===== src/rtl/ccs_pkg.sv =====
package ccs_pkg;
  localparam logic [1:0] ADDR_KEY = 2'd0;
  localparam logic [1:0] ADDR_CLK = 2'd1;
  localparam logic [1:0] ADDR_PWR = 2'd2;
  localparam logic [1:0] MODE_XTAL = 2'b01;
  localparam int OSEL_BIT = 2;

  typedef enum logic {
    SRC_INT = 1'b0,
    SRC_EXT = 1'b1
  } src_e;
endpackage


===== src/rtl/ccs_rst_sync.sv =====
module ccs_rst_sync (
  input  logic clk,
  input  logic rst_n,
  output logic rst_sn
);
  logic [1:0] stg_q;
  logic [1:0] stg_d;

  always_comb stg_d = {stg_q[0], 1'b1};

  always_ff @(posedge clk or negedge rst_n) begin
    if (!rst_n) stg_q <= 2'b00;
    else        stg_q <= stg_d;
  end

  assign rst_sn = stg_q[1];
endmodule


===== src/rtl/ccs_key_gate.sv =====
module ccs_key_gate #(
  parameter int DATA_W = 8,
  parameter logic [DATA_W-1:0] KEY_VAL = 'hA5
) (
  input  logic              clk,
  input  logic              rst_sn,
  input  logic              bus_wr,
  input  logic [1:0]        bus_addr,
  input  logic [DATA_W-1:0] bus_wdata,
  output logic              clk_we,
  output logic              pwr_we
);
  import ccs_pkg::*;

  logic armed_q;
  logic armed_d;
  logic key_hit;

  always_comb begin
    key_hit = (bus_addr == ADDR_KEY) && (bus_wdata == KEY_VAL);
    armed_d = armed_q;
    if (bus_wr) armed_d = key_hit;
    clk_we = bus_wr && armed_q && (bus_addr == ADDR_CLK);
    pwr_we = bus_wr && armed_q && (bus_addr == ADDR_PWR);
  end

  always_ff @(posedge clk or negedge rst_sn) begin
    if (!rst_sn) armed_q <= 1'b0;
    else         armed_q <= armed_d;
  end

  AST_KEY_SINGLE_USE: assert property (@(posedge clk) disable iff (!rst_sn)
    (clk_we || pwr_we) |=> !armed_q);
  AST_KEY_NO_STALE: assert property (@(posedge clk) disable iff (!rst_sn)
    (bus_wr && (bus_addr != ADDR_KEY)) |=> !armed_q);
endmodule


===== src/rtl/ccs_div.sv =====
module ccs_div #(
  parameter int CODE_W = 3,
  parameter int RST_CODE = 3
) (
  input  logic              clk,
  input  logic              rst_sn,
  input  logic              hold,
  input  logic [CODE_W-1:0] code_req,
  output logic              core_clk
);
  localparam int TAP_N = 1 << CODE_W;
  localparam int CNT_W = TAP_N - 1;

  logic [CNT_W-1:0]  cnt_q, cnt_d;
  logic [CODE_W-1:0] code_q, code_d;
  logic [TAP_N-1:0]  taps;
  logic              wrap;

  always_comb begin
    wrap   = (cnt_q == '1);
    cnt_d  = hold ? '0 : cnt_q + CNT_W'(1);
    code_d = (hold || wrap) ? code_req : code_q;
  end

  always_ff @(posedge clk or negedge rst_sn) begin
    if (!rst_sn) begin
      cnt_q  <= '0;
      code_q <= CODE_W'(RST_CODE);
    end else begin
      cnt_q  <= cnt_d;
      code_q <= code_d;
    end
  end

  assign taps     = {cnt_q, clk};
  assign core_clk = !hold && taps[code_q];

  AST_CODE_AT_WRAP: assert property (@(posedge clk) disable iff (!rst_sn)
    (code_q != $past(code_q)) |-> ($past(hold) || (cnt_q == '0)));
  AST_NAP_CLEARS_COUNT: assert property (@(posedge clk) disable iff (!rst_sn)
    hold |=> (cnt_q == '0));
endmodule


===== src/rtl/coreclk_ctrl.sv =====
module coreclk_ctrl #(
  parameter int CODE_W = 3,
  parameter int DATA_W = 8,
  parameter int RST_CODE = 3,
  parameter logic [DATA_W-1:0] KEY_VAL = 'hA5
) (
  input  logic              pll_clk,
  input  logic              rst_n,
  input  logic              bus_wr,
  input  logic [1:0]        bus_addr,
  input  logic [DATA_W-1:0] bus_wdata,
  input  logic              nap_req,
  input  logic              wake_irq,
  output logic              core_clk,
  output logic              active_src
);
  import ccs_pkg::*;

  logic rst_sn;
  logic clk_we, pwr_we;
  src_e src_q, src_d, pend_q, pend_d;
  logic nap_q, nap_d;
  logic [CODE_W-1:0] code_q, code_d;

  ccs_rst_sync u_rst (
    .clk(pll_clk), .rst_n(rst_n), .rst_sn(rst_sn)
  );

  ccs_key_gate #(.DATA_W(DATA_W), .KEY_VAL(KEY_VAL)) u_key (
    .clk(pll_clk), .rst_sn(rst_sn), .bus_wr(bus_wr), .bus_addr(bus_addr),
    .bus_wdata(bus_wdata), .clk_we(clk_we), .pwr_we(pwr_we)
  );

  always_comb begin
    pend_d = pend_q;
    if (clk_we) begin
      if (bus_wdata[OSEL_BIT])              pend_d = SRC_INT;
      else if (bus_wdata[1:0] == MODE_XTAL) pend_d = SRC_EXT;
    end
    code_d = pwr_we ? bus_wdata[CODE_W-1:0] : code_q;
    nap_d = nap_q;
    src_d = src_q;
    if (!nap_q && nap_req) begin
      nap_d = 1'b1;
    end else if (nap_q && wake_irq) begin
      nap_d = 1'b0;
      src_d = pend_q;
    end
  end

  always_ff @(posedge pll_clk or negedge rst_sn) begin
    if (!rst_sn) begin
      pend_q <= SRC_INT;
      src_q  <= SRC_INT;
      nap_q  <= 1'b0;
      code_q <= CODE_W'(RST_CODE);
    end else begin
      pend_q <= pend_d;
      src_q  <= src_d;
      nap_q  <= nap_d;
      code_q <= code_d;
    end
  end

  ccs_div #(.CODE_W(CODE_W), .RST_CODE(RST_CODE)) u_div (
    .clk(pll_clk), .rst_sn(rst_sn), .hold(nap_q), .code_req(code_q),
    .core_clk(core_clk)
  );

  assign active_src = src_q;

  AST_SRC_ONLY_ON_WAKE: assert property (@(posedge pll_clk) disable iff (!rst_sn)
    (nap_q || !$past(nap_q)) |-> $stable(src_q));
  AST_WAKE_COMMITS_PENDING: assert property (@(posedge pll_clk) disable iff (!rst_sn)
    ($past(nap_q) && !nap_q) |-> (src_q == $past(pend_q)));
  AST_NAP_OUTPUT_LOW: assert property (@(posedge pll_clk) disable iff (!rst_sn)
    ($past(nap_q) && nap_q) |-> (core_clk == 1'b0));
endmodule


===== config.mk =====
export PLATFORM = sky130hd
export DESIGN_NAME = coreclk_ctrl
export DESIGN_NICKNAME = d
export VERILOG_FILES = /design/src/rtl/ccs_pkg.sv /design/src/rtl/ccs_rst_sync.sv /design/src/rtl/ccs_key_gate.sv /design/src/rtl/ccs_div.sv /design/src/rtl/coreclk_ctrl.sv
export SDC_FILE = /design/constraint.sdc
export NUM_CORES = 1
export LEC_CHECK = 0
export ABC_AREA = 1
export BUFFER_PORTS_ARGS = -buffer_cell sky130_fd_sc_hd__buf_4
export CAP_MARGIN = 20
export CORE_UTILIZATION = 56
export CTS_BUF_LIST = sky130_fd_sc_hd__clkbuf_4 sky130_fd_sc_hd__clkbuf_8 sky130_fd_sc_hd__clkbuf_16
export DETAILED_ROUTE_END_ITERATION = 10
export PLACE_DENSITY = 0.85
export SYNTH_ARGS = -nofsm -noshare
export SYNTH_HDL_FRONTEND = slang
export SYNTH_SLANG_ARGS = --single-unit

===== constraint.sdc =====
create_clock -name pll_clk -period 1.35 [get_ports pll_clk]
set_input_delay 0 -clock pll_clk [delete_from_list [all_inputs] [get_ports pll_clk]]
set_output_delay 0 -clock pll_clk [all_outputs]
set_load 0.02 [all_outputs]

# --- Word level (Yosys, flattened, before mapping) ---
# Index checks and enable logic that the tools add are counted.
word_totals:
  out_inout_bits: 2
  reg_bits: 19
  elab_cells: 37
  inputBits: 15
classes:
  n_mux: 7
  n_eq_ne: 5
  order_cmp: 1
  n_addsub: 1
  reduce_logical: 14
  bitwise_logic: 1
ops:
  columns: ["operator", "count"]
  rows:
  - ["equality test 8 bit (second input constant)", 1]
  - ["adder 7 x 1 -> 7 bit (second input constant)", 1]
  - ["equality test 7 bit (second input constant)", 1]
  - ["logical AND 1 bit", 7]
  - ["2-to-1 mux 7 bit", 1]
  - ["2-to-1 mux 1 bit", 5]
  - ["equality test 2 x 1 -> 1 bit (second input constant)", 2]
  - ["less-than comparator 3 x 4 -> 1 bit (second input constant)", 1]
  - ["AND reduction 2 bit", 2]
  - ["nonzero test 2 bit", 2]
  - ["binary-select mux 1 bit (select 3 bit)", 1]
  - ["equality test 2 bit (second input constant)", 1]
  - ["zero test 2 bit", 1]
  - ["zero test 1 bit", 1]
  - ["logical OR 1 bit", 1]
  - ["NOT 1 bit", 1]

# --- Depth between registers and ports, before layout ---
logic_depth:
  word_depth: 4
  mapped_depth: 7
  depth_no_buf: 7

# --- Hierarchy ---
# Synthesis repeated with hierarchy kept, for this count alone.
hier_totals:
  hier_cells: 115
  area_unflattened_um2: 920.9
by_module_without_submodules:
  columns: ["mod", "seq_area_each_um2", "instances", "cells_each", "area_each_um2"]
  rows:
  - ["ccs_div", 252.7, 1, 69, 535.5]
  - ["coreclk_ctrl", 152.6, 1, 24, 231.5]
  - ["ccs_key_gate", 25.0, 1, 19, 100.1]
  - ["ccs_rst_sync", 50.0, 1, 3, 53.8]

==> results_dict.tcl <==
set metrics [dict create \
    syn_to_final_growth_pct 46.5 \
    grt_max_degree 18 \
    r2r_cells 7 \
    drv_slew 0 \
    synth_top_cell_by_area "dfrtp_1" \
    reg2reg_slack_ns -0.02 \
    rows 14 \
    clock_latency_ns 0.30 \
    ctsHtreeMaxLevel 1 \
    cts.clk_slew.worst_paths_ns 0.13 \
    grt_setup_unrepaired "true" \
    max_cap_violations 0 \
    finalClockSkew_ns 0.123 \
    vdd_drop_max_v 0.00102 \
    dr.pass1.iters 4 \
    crit_type "reg2reg" \
    synth_edf_count 0 \
    drtAntennaViolNets 0 \
    io_pins 17 \
    synth_compound_area_share_pct 9.10 \
    routedWlPerCell_um 14.7 \
    cp_cell_sequence "ha_2 -> nand2_2 -> nor2_4 -> nand3_4 -> nand2_4 -> nand2_2 -> o21ai_2" \
    critPathCaptureType "flip-flop" \
    grt_pass1_wl_um 3800 \
    drc_errors 0 \
    layout-drive-gt1-share_pct 34.0 \
    grt_pass1_vias 905 \
    worst_ep_required_time_ns 1.46 \
    cts_root_buffer "clkbuf_4" \
    powerDensity_nw_per_um2 1340 \
    critical-path-top-delay-family "simple AND/OR/NAND/NOR gates" \
    worst_ep_arrival_time_ns 1.48 \
    drt-initial-drc-count 47 \
    core_area_um2 1510 \
    min_path_type "in2async" \
    dp.cells 145 \
    grtUsageTotal_pct 28.5 \
    antenna-diode-count 0 \
    syn-num-nets 128 \
    grt_antenna_before_repair 0 \
    cp-start-kind "flip-flop" \
    layout_setup_ws_ns -0.0198 \
    viasPerCell 5.62 \
    drt-total-wl_um 2490 \
    die_area_um2 1780 \
    failed_checks "negative setup slack" \
    netlist_instances 112 \
    synthFlopType "dfrtp_1" \
    synth_area_leaders "dfrtp_1, dfstp_2, nand2_1" \
    numCtsBuffers 3 \
    fmax_ghz 0.730 \
    setup_violations 2 \
    design_area_um2 1330 \
    synth_top_family_by_area "simple AND/OR/NAND/NOR gates" \
    initial_core_util_pct 60.2 \
    synth-xor-area-share_pct 0 \
    leakage_nw 0.658 \
    cpPeakStageDelay_ns 0.43 \
    final_nets 170 \
    yosysWarnings 0 \
    vias 950 \
    crit_fanout 4 \
    syn_avg_cell_area_um2 8.10 \
    synth-async-reset-ratio_pct 100 \
    status "finished with violations" \
    timing.rr.start "u_div.cnt_q[0]" \
    power_w 0.00178 \
    synth_top_area_share_pct 41.4 \
    min_period_over_period_pct 101 \
    synth_mux_area_share_pct 0 \
    synth-adder-area-share_pct 1.38 \
    cts_max_path_buffers 2 \
    fin_cells 169 \
    post-dp-hpwl_um 1250 \
    fin_hold_ws_ns 0.0443 \
    crit_top_cell "nand2_2" \
    die_width_um 42.2 \
    syn_area_um2 907 \
    hold_viol_final 0 \
    yosysSeqAreaShare_pct 53.0 \
    grt_overflow 0 \
    synth-simple-area-share_pct 28.3 \
    cp_slowest_cell "dfrtp_1" \
    synth_common_cells "nand2_1, inv_1, dfrtp_1, nor2_1" \
    die_y_um 42.2 \
    yosysMostFrequentCell "nand2_1" \
    cts_tree "yes" \
    gp_congestion 0.835 \
    synth.distinct_cells 19 \
    placed_area_um2 1050 \
    layout_min_cycle_time_ns 1.37 \
    ys_ff_latch 19 \
    crit_buf_inv 0 \
    worstReg2RegEnd "u_div.code_q[0]" \
    port_buffers 16 \
]
-- worst max path at each step --
stage / depth (start not counted) / to / start / slack [ns]
finish: 7 / u_div.code_q[0] / u_div.cnt_q[0] / -0.02
global placement: 7 / u_div.code_q[0] / u_div.cnt_q[0] / 0.23
floorplan: 6 / core_clk / u_div.code_q[0] / 0.22
CTS: 9 / core_clk / pll_clk / -0.06
detailed placement: 7 / u_div.code_q[0] / u_div.cnt_q[0] / 0.14
global route: 7 / u_div.code_q[0] / u_div.cnt_q[0] / -0.09
-- worst reg2reg max path, stage by stage, from the launching register on --
cell and delay [ns]:
dfrtp_1 0.43, ha_2 0.21, nand2_2 0.07, nor2_4 0.17, nand3_4 0.10, nand2_4 0.10
nand2_2 0.06, o21ai_2 0.06
-- state kept, by name, indices dropped and copies added, names as in the netlist --
signal         cells
active_src         1
u_div.cnt_q        7
u_key.armed_q      1
u_div.code_q       3
code_q             3
pend_q             1
nap_q              1
u_rst.stg_q        2
-- logic make-up after synthesis --
kind of cell / count (synthesis)
AO/OA/AOI/OAI: 15
adder cells (fa/ha/maj): 1
buffers and inverters: 19
flip-flops: 19
other: 1
AND/OR/NAND/NOR: 57
-- cell type report --
class                      instances  area, um2
clock buffer                       7       67.6
multi-input combinational         74        383
sequential                        19        480
fill                              71        178
timing repair buffer              33        277
clock inverter                     2       33.8
inverter                          18       67.6
tap                               16       20.0
-- power by group --
part / internal [W] / switching (W) / total (W) / leakage (nW)
sequential: 0.000608 / 0.0000344 / 0.000643 / 0.241
combinational: 0.000118 / 0.000121 / 0.000240 / 0.340
clock: 0.000558 / 0.000340 / 0.000898 / 0.0770
total: 0.00129 / 0.000495 / 0.00178 / 0.658
-- through the flow --
| step | setup TNS, ns | setup WS [ns] | utilization (%) |
|---|---|---|---|
| floorplan | 0 | 0.216 | - |
| global placement | 0 | 0.229 | 70.0 |
| detailed placement | 0 | 0.141 | 70.0 |
| CTS | -0.0630 | -0.0630 | 83.0 |
| global route | -0.277 | -0.0949 | 88.2 |
| finish | -0.0384 | -0.0198 | 88.2 |
-- what timing repair did --
item | CTS | global route
resized for setup | 5 | 12
hold buffers | 10 | 0
setup endpoints to repair | 6 | 9
setup buffers | 4 | 6
hold endpoints to repair | 9 | 0
pin swaps | 3 | 6
-- routing by layer --
metal	global-route usage, %	up-vias	share of wire, %
met1	35.0	446	39
met5	0	-	0
met4	15.0	0	2.7
met2	46.8	61	53
li1	-	433	-
met3	6.03	10	6.1
-- placed cells by master (no fill, tap or decap), drive strengths merged --
master       Yosys  final
a21oi            6      6
and3             1      1
buf              0     29
bufinv           0      1
clkbuf           0      1
conb             1      1
dfrtp           15     15
dfstp            4      4
dlygate4sd3      0     10
ha               1      1
inv             19     19
nand2           30     30
nand3            8      8
nand4            1      1
nor2            14     14
nor3             2      2
nor4             1      1
o21ai            9      9
(Power assumes the default switching activity.)
